$ cat config.mk
export PLATFORM = sky130hd
export DESIGN_NAME = xfer_irq_reporter
export DESIGN_NICKNAME = d
export VERILOG_FILES = /design/src/rtl/irq_rpt_pkg.sv /design/src/rtl/irq_rst_sync.sv /design/src/rtl/irq_evt_fifo.sv /design/src/rtl/xfer_irq_reporter.sv
export SDC_FILE = /design/constraint.sdc
export NUM_CORES = 1
export LEC_CHECK = 0
export ABC_AREA = 1
export CAP_MARGIN = 20
export CORE_ASPECT_RATIO = 0.8
export CORE_MARGIN = 4
export CORE_UTILIZATION = 45
export CTS_CLUSTER_SIZE = 24
export DETAILED_ROUTE_END_ITERATION = 8
export PLACE_DENSITY = 0.65
export SYNTH_ARGS = -nofsm -noshare
export SYNTH_HDL_FRONTEND = slang
export SYNTH_SLANG_ARGS = --single-unit
$ cat constraint.sdc
create_clock -name clk -period 1.1 [get_ports clk]
set_input_delay 0.22 -clock clk [delete_from_list [all_inputs] [get_ports clk]]
set_output_delay 0.22 -clock clk [all_outputs]
set_load 0.1 [all_outputs]
$ cat src/rtl/irq_rpt_pkg.sv
package irq_rpt_pkg;
  localparam int SA_W  = 5;
  localparam int VEC_W = SA_W + 2;

  typedef logic [VEC_W-1:0] irq_vec_t;

  // Reason layout: [6] block good, [5] transmit direction, [4:0] sub-address
  function automatic irq_vec_t pack_reason(input logic good, input logic tx,
                                           input logic [SA_W-1:0] sa);
    return {good, tx, sa};
  endfunction
endpackage

$ cat src/rtl/irq_rst_sync.sv
module irq_rst_sync #(
  parameter int STAGES = 2
) (
  input  logic clk,
  input  logic rst_n,
  output logic rst_sync_n
);
  logic [STAGES-1:0] sync_q;
  logic [STAGES-1:0] sync_d;

  always_comb begin
    sync_d = {sync_q[STAGES-2:0], 1'b1};
  end

  always_ff @(posedge clk or negedge rst_n) begin
    if (!rst_n) sync_q <= '0;
    else        sync_q <= sync_d;
  end

  assign rst_sync_n = sync_q[STAGES-1];
endmodule

$ cat src/rtl/irq_evt_fifo.sv
module irq_evt_fifo #(
  parameter int DEPTH = 4,
  parameter int W     = 7,
  localparam int PTR_W = (DEPTH > 1) ? $clog2(DEPTH) : 1,
  localparam int CNT_W = $clog2(DEPTH + 1)
) (
  input  logic             clk,
  input  logic             rst_n,
  input  logic             push,
  input  logic             pop,
  input  logic [W-1:0]     din,
  output logic [W-1:0]     dout,
  output logic [CNT_W-1:0] count,
  output logic             full,
  output logic             empty
);
  logic [W-1:0]     store [DEPTH];
  logic [PTR_W-1:0] wr_q, wr_d, rd_q, rd_d;
  logic [CNT_W-1:0] cnt_q, cnt_d;
  logic             do_push, do_pop;

  function automatic logic [PTR_W-1:0] ptr_inc(input logic [PTR_W-1:0] p);
    return (p == PTR_W'(DEPTH - 1)) ? '0 : p + PTR_W'(1);
  endfunction

  // A push into a full queue is accepted only when a pop frees a slot.
  assign do_pop  = pop && (cnt_q != '0);
  assign do_push = push && ((cnt_q != CNT_W'(DEPTH)) || do_pop);

  always_comb begin
    wr_d  = do_push ? ptr_inc(wr_q) : wr_q;
    rd_d  = do_pop  ? ptr_inc(rd_q) : rd_q;
    cnt_d = cnt_q + CNT_W'(do_push) - CNT_W'(do_pop);
  end

  always_ff @(posedge clk or negedge rst_n) begin
    if (!rst_n) begin
      wr_q  <= '0;
      rd_q  <= '0;
      cnt_q <= '0;
    end else begin
      wr_q  <= wr_d;
      rd_q  <= rd_d;
      cnt_q <= cnt_d;
    end
  end

  always_ff @(posedge clk) begin
    if (do_push) store[wr_q] <= din;
  end

  assign dout  = store[rd_q];
  assign count = cnt_q;
  assign full  = (cnt_q == CNT_W'(DEPTH));
  assign empty = (cnt_q == '0);
endmodule

$ cat src/rtl/xfer_irq_reporter.sv
module xfer_irq_reporter
  import irq_rpt_pkg::*;
#(
  parameter int DEPTH = 4,
  localparam int CNT_W = $clog2(DEPTH + 1)
) (
  input  logic            clk,
  input  logic            rst_n,
  input  logic            evt_valid,
  input  logic            evt_good,
  input  logic            evt_tx,
  input  logic [SA_W-1:0] evt_subaddr,
  input  logic            ack,
  output logic            irq,
  output logic [VEC_W-1:0] irq_vec,
  output logic            ovf
);
  logic             rst_sync_n;
  irq_vec_t         evt_vec, fifo_dout, vec_q, vec_d;
  logic             irq_q, irq_d, ovf_q, ovf_d, vec_en;
  logic             q_push, q_pop, q_full, q_empty;
  logic [CNT_W-1:0] fifo_count;

  irq_rst_sync #(.STAGES(2)) u_rst_sync (
    .clk        (clk),
    .rst_n      (rst_n),
    .rst_sync_n (rst_sync_n)
  );

  assign evt_vec = pack_reason(evt_good, evt_tx, evt_subaddr);

  irq_evt_fifo #(.DEPTH(DEPTH), .W(VEC_W)) u_fifo (
    .clk   (clk),
    .rst_n (rst_sync_n),
    .push  (q_push),
    .pop   (q_pop),
    .din   (evt_vec),
    .dout  (fifo_dout),
    .count (fifo_count),
    .full  (q_full),
    .empty (q_empty)
  );

  always_comb begin
    irq_d  = irq_q;
    ovf_d  = ovf_q;
    vec_d  = vec_q;
    vec_en = 1'b0;
    q_push = 1'b0;
    q_pop  = 1'b0;
    if (irq_q) begin
      // Pending: ack clears the line; new events wait in the queue.
      if (ack) irq_d = 1'b0;
      if (evt_valid) begin
        if (q_full) ovf_d  = 1'b1;
        else        q_push = 1'b1;
      end
    end else if (!q_empty) begin
      // Line free: oldest queued event first; an arriving one goes behind.
      q_pop  = 1'b1;
      irq_d  = 1'b1;
      vec_d  = fifo_dout;
      vec_en = 1'b1;
      q_push = evt_valid;
    end else if (evt_valid) begin
      irq_d  = 1'b1;
      vec_d  = evt_vec;
      vec_en = 1'b1;
    end
  end

  always_ff @(posedge clk or negedge rst_sync_n) begin
    if (!rst_sync_n) begin
      irq_q <= 1'b0;
      ovf_q <= 1'b0;
    end else begin
      irq_q <= irq_d;
      ovf_q <= ovf_d;
    end
  end

  always_ff @(posedge clk or negedge rst_sync_n) begin
    if (!rst_sync_n)  vec_q <= '0;
    else if (vec_en)  vec_q <= vec_d;
  end

  assign irq     = irq_q;
  assign irq_vec = vec_q;
  assign ovf     = ovf_q;
endmodule

Yosys cells after proc, flatten, opt, wreduce, memory -nomap -nowiden

Memory sizes are Yosys's and may differ from the RTL's.
Cells that the tools add are included.
W data, S select, Z words.

Register bits after elaboration: 18
RAM bits: 28
Bits of input ports: 11
Output and inout port bits: 9
Word-level logic and storage cells: 42
Memories: 1

$add $sub $neg: 4
Eq/ne operators: 5
Mux-type cells: 17
Bitwise operators: 1
Reductions and logical operators: 7

Memories:

| memory       | depth | bits a word | rd ports | clocked after memory_dff | wr ports | line               | RTL |
|---|---|---|---|---|---|---|---|
| u_fifo.store | 4     | 7           | 1        | 0                        | 1        | irq_evt_fifo.sv:17 | `logic [W-1:0] store [DEPTH];` |

Operators with widths:

| cell                  | number |
|---|---|
| $mux W7               | 2 |
| $mux W1               | 13 |
| $reduce_and A3 Y1     | 2 |
| $add A2 B1 Y2 const B | 2 |
| $eq A2 B2 Y1 const B  | 2 |
| $mux W2               | 2 |
| $add A3 B1 Y3         | 1 |
| $eq A3 B3 Y1 const B  | 1 |
| $logic_not A3 Y1      | 1 |
| $ne A3 B3 Y1 const B  | 1 |
| $reduce_bool A3 Y1    | 1 |
| $sub A3 B1 Y3         | 1 |
| $logic_and A1 B1 Y1   | 2 |
| $ne A2 B2 Y1 const B  | 1 |
| $logic_or A1 B1 Y1    | 1 |
| $not A1 Y1            | 1 |

Logic depth before layout (Yosys ltp)

Depth in word-level cells: 8
Depth in mapped cells: 10
Gate-level depth less buffers: 10

Hierarchy

A second synthesis with hierarchy kept.

Cell total of the unflattened synthesis: 199
Area total of the unflattened synthesis: 2098.3 µm²

Modules (own cells, without submodules):

| module            | instances | cells each | area an instance (µm²) | sequential area each (µm²) |
|---|---|---|---|---|
| irq_evt_fifo      | 1         | 131        | 1552.7                 | 1016.0 |
| xfer_irq_reporter | 1         | 65         | 491.7                  | 225.2 |
| irq_rst_sync      | 1         | 3          | 53.8                   | 50.0 |

Worst setup path before layout

OpenSTA, ideal clock, no wires.

Path type: reg-to-reg
Start: reg irq_q (netlist: irq)
End: reg u_fifo.cnt_q[2] (netlist: u_fifo.count[2])
Setup time: 129 ps
Arrival time: 2630 ps
Data required time: 971 ps
Slack: -1659 ps
Cell stages (with the launch flop): 10
Path buffers: 0
Clock period less this slack: 2759 ps
Path through: dfrtp_1 inv_1 nand2_1 inv_2 ha_1 inv_1 ha_1 fa_1 xnor2_1 xor2_1

Cells in the longest elaborated chain, start to end: 6
Elaborated cells on any way between the ends: 7
Classes of those cells: 2 x add/sub; 2 x mux; 3 x reduce/logical

RTL lines:

| element                | line                    | RTL |
|---|---|---|
| start, declared        | xfer_irq_reporter.sv:20 | `logic irq_q, irq_d, ovf_q, ovf_d, vec_en;` |
| start signal, assigned | xfer_irq_reporter.sv:77 | `irq_q <= irq_d;` |
| $mux W1 *              | xfer_irq_reporter.sv:51 | `if (irq_q) begin` |
| $logic_and A1 B1 Y1 *  | irq_evt_fifo.sv:27      | `assign do_pop = pop && (cnt_q != '0);` |
| net u_fifo.do_pop      | irq_evt_fifo.sv:20      | `logic do_push, do_pop;` |
| $logic_or A1 B1 Y1     | irq_evt_fifo.sv:28      | `assign do_push = push && ((cnt_q != CNT_W'(DEPTH)) \|\| do_pop);` |
| $logic_and A1 B1 Y1    | irq_evt_fifo.sv:28      |  |
| $add A3 B1 Y3          | irq_evt_fifo.sv:33      | `cnt_d = cnt_q + CNT_W'(do_push) - CNT_W'(do_pop);` |
| $sub A3 B1 Y3 *        | irq_evt_fifo.sv:33      |  |
| net u_fifo.cnt_d[2]    | irq_evt_fifo.sv:19      | `logic [CNT_W-1:0] cnt_q, cnt_d;` |
| end signal, assigned   | irq_evt_fifo.sv:44      | `cnt_q <= cnt_d;` |
| end, declared          | irq_evt_fifo.sv:19      |  |

The timed path passes the listed nets; every way through them passes the cells marked *.
A chain may end at the register's enable or synchronous reset.

Worst setup path after layout

Start: reg u_fifo.cnt_q[1] (netlist: u_fifo.count[1])
End: reg u_fifo.cnt_q[2] (netlist: u_fifo.count[2])

Cells in the longest elaborated chain, start to end: 8
Elaborated cells on any way between the ends: 15
Classes of those cells: 2 x add/sub; 2 x eq/ne; 6 x mux; 5 x reduce/logical

RTL lines:

| element               | line                    | RTL |
|---|---|---|
| $logic_not A3 Y1      | irq_evt_fifo.sv:55      | `assign empty = (cnt_q == '0);` |
| $mux W1               | xfer_irq_reporter.sv:58 | `end else if (!q_empty) begin` |
| $mux W1               | xfer_irq_reporter.sv:51 |  |
| $logic_and A1 B1 Y1 * | irq_evt_fifo.sv:27      |  |
| net u_fifo.do_pop     | irq_evt_fifo.sv:20      |  |
| $logic_or A1 B1 Y1    | irq_evt_fifo.sv:28      |  |
| $logic_and A1 B1 Y1   | irq_evt_fifo.sv:28      |  |
| $add A3 B1 Y3         | irq_evt_fifo.sv:33      |  |
| $sub A3 B1 Y3 *       | irq_evt_fifo.sv:33      |  |
| net u_fifo.cnt_d[2]   | irq_evt_fifo.sv:19      |  |

Marks and branches as above.

==> impl_summary.md <==
Finish
The repair_antennas step left the layout with diodes totalling 0. Registers take between 1000 and 1500 um2. In the final design database the tool counted 278 nets. Summing all non-filler instances in the final layout gives an area of 3060 um2. The number of cells in the finished layout apart from fillers is 317. Summing all multi-input logic gate instances after layout gives 831 um2. The area overhead of the layout relative to synthesis is 50.0%.

Cells with a size suffix above 1 make up 39.6% of the layout. The fill cell instance count of the final layout is 298.

Drt
The initial DRC count is 102. The routed layout has 1585 vias. The detail-routed net length per standard cell is between 15 and 20 um. Once detail routing completed, the nets flagged for antenna violations numbered 0. The ratio of routed vias to standard cells is around 5. After detailed routing, the total wire length is 4.85 mm. Before antenna repair, the detailed router went through 5 iterations.

The DRC violation count after routing is 0.

Synth
Of all cell types, the one taking the most synthesized area is edfxtp_1. The post-synth design cell area is 2040 um2. The post-synthesis sequential area ratio is a little under two thirds.

Yosys printed 0 warnings. After synthesis, the mean cell area works out to 10.5 um2. The count of flip-flops with a built-in enable after synthesis is 28. The post-synthesis async set-or-reset flop share is 39.1%.

The count of state elements after synthesis is 46. Sorting the synthesized cells by how often they occur yields 75 x nand2_1, 28 x edfxtp_1, 20 x nand3_1, 18 x dfrtp_1, 11 x inv_1. The most common cell in the synthesized netlist is nand2_1. The net count after synthesis is between 200 and 250. The prevailing post-synth register cell is edfxtp_1. Synthesis handed over a netlist of around 200 instances. By area the synthesized netlist is led by edfxtp_1 41%, dfrtp_1 22%, nand2_1 14%.

The unique cell type count in the Yosys netlist is 23. The proportion of netlist area held by the largest area contributor is 41.3%.

CTS
The buffer depth of the longest clock path is 2. Clock-pin slew was measured on the worst setup and hold paths at around 90 ps. The clock network latency to the later pin of the worst-skew pair is around 310 ps. The number of buffers created by CTS is 5. CTS built an H-tree with a depth of 2. Clock tree synthesis found a total of 46 sinks. The cell at the root of the clock tree is clkbuf_8. The cts-stage hold buffer count is 0. The TritonCTS clock tree is built.

Critical path
The data arrival at the endpoint of the critical path is between 2000 and 2500 ps. Traced cell by cell, the critical path runs through nor2_4 -> nand2_2 -> nand2_4 -> inv_4 -> ha_4 -> inv_2 -> ha_4 -> fa_2 -> xnor2_2 -> xor2_1. The kind of critical path is flop to flop. The start point of the critical path is u_fifo.count[1]. The largest stage delay on the critical path is 430 ps. The cell with the most instances on the worst path is ha_4. The type of element capturing the critical path is a flop. The cell count of the worst reg-to-reg path is 10. On the critical path, the stage with the largest delay is an instance of dfrtp_1. The required time of the critical path is 1330 ps.

The worst register-to-register path ends at u_fifo.count[2]. The top fanout value on the critical path is 2. The worst setup path is launched from a flop. Across all register-to-register paths, the minimum setup slack is -890 ps. The start of the worst register-to-register path is u_fifo.count[1].

STA
After layout, the worst path uses 181% of the clock period. The shortest clock period the worst path allows after layout is 1990 ps. The final max-slew violation count is 0. The final-report setup violation count is 53. The final number of hold-violating endpoints was 0.

The setup slack after layout is -893 ps. For the final database, setup skew stands at about 8.7 ps. The maximum achievable frequency is around 0.5 GHz. Setup repair after global routing could not meet its margin everywhere. Hold timing on the final database bottoms out at a slack of 60.4 ps.

Global route
Across every metal layer, demand over resource in global routing totals ~18%. The pin count of the biggest net entering global routing is 17. The number of antenna violations at the first check in global routing is 0.

The first global-routing pass estimated 7.68 mm of wire. The number of global-route vias before repair is about 1600. Global routing finished with a remaining overflow of 0.

Floorplan
20 I/O pins were placed. Once the floorplan was initialized, standard cells occupied about 48% of the core. The vertical die dimension is 68.2 um.

The die covers 5680 um2. The horizontal extent of the die is roughly 83 um. The number of placement rows is 21. The area of the placeable core is 4280 um2.

Place
The post-detailed-placement half-perimeter wirelength is 3.22 mm. After detailed placement, the total cell area comes to 2700 um2. The placed cell count is 297.

Routability-driven placement finished with a final weighted congestion of 0.783. The quantity of I/O buffers inserted on ports is 19.

Run status
The final reports fail on negative setup slack. The run finished, with violations left.

Run
Across the run, the number of max-cap violations was 0.

Worst hold path
The classification of the worst-slack hold path is input port to async pin.
==> area by class of cell <==
type	count	area share [%]
tap	57	2.33
clock buffer	6	2.37
sequential	46	42.7
multi-input combinational	130	27.2
clock inverter	2	0.450
timing repair buffer	62	22.9
inverter	14	2.05
==> cells in the final DEF (no fill, tap or decap), types with 3 or more instances in the layout <==
master and n:
buf_6 9, o21ai_1 4, nand3_4 3, nor2_1 5, nand2_2 6, clkdlybuf4s50_1 9, buf_4 28, buf_12 13
nand3_1 16, dfrtp_2 9, nand2_1 68, a21boi_4 4, ha_1 5, dfrtp_1 8, edfxtp_1 28, clkbuf_8 5
inv_1 9, nand2_4 5
==> metrics by stage <==
stage | setup WS (ps) | setup TNS, ps | utilization [%]
6_report | -893 | -22640 | 71.4
4_1_cts | -845 | -19210 | 69.4
2_1_floorplan | -915 | -19170 | -
5_1_grt | -962 | -25040 | 71.4
3_3_place_gp | -785 | -21360 | 63.1
3_5_place_dp | -830 | -22790 | 63.1
==> sequential cells by signal (all words and copies together) (netlist names) <==
register	cells
u_fifo.rd_q	2
u_fifo.count	3
u_rst_sync.sync_q	2
irq	1
irq_vec	7
u_fifo.wr_q	2
u_fifo.store	28
ovf	1
==> worst max-delay path, delay by kind of cell, from the launching register on <==
| kind | cells | cell delay, ps |
|---|---|---|
| fa+ha+maj | 3 | 770 |
| flops | 1 | 430 |
| xor+xnor | 2 | 330 |
| simple gates | 3 | 300 |
| buf+inv | 2 | 80 |
==> worst max path at each step <==
stage                           end  slack (ps)  cells past startpoint
floorplan           u_fifo.count[2]        -910                      9
global placement    u_fifo.count[2]        -780                     10
detailed placement  u_fifo.count[2]        -830                     10
CTS                 u_fifo.count[2]        -840                     10
global route        u_fifo.count[2]        -960                     10
finish              u_fifo.count[2]        -890                     10
==> metal layers <==
layer  wire, um  global-route usage [%]
met4         55                    9.39
met3        181                    3.85
met1       2110                    21.3
met5          0                       0
met2       2510                    31.7
==> what timing repair did <==
item,4_1_cts,5_1_grt
buffers inserted,10,8
setup endpoints to repair,52,53
resized for setup,31,22
cloned,1,0
endpoints found under the hold margin,0,0
pin swaps,6,13
==> cells by family after synthesis <==
family / share of synthesized area, %
xor+xnor: 0.860
flops: 63.4
simple gates: 21.9
other cells: 0.184
compound gates: 3.07
fa+ha+maj: 5.28
buf+inv: 5.34
Power is not shown: default switching activity piles up to over one toggle a cycle in this logic, so the estimate is an artifact.
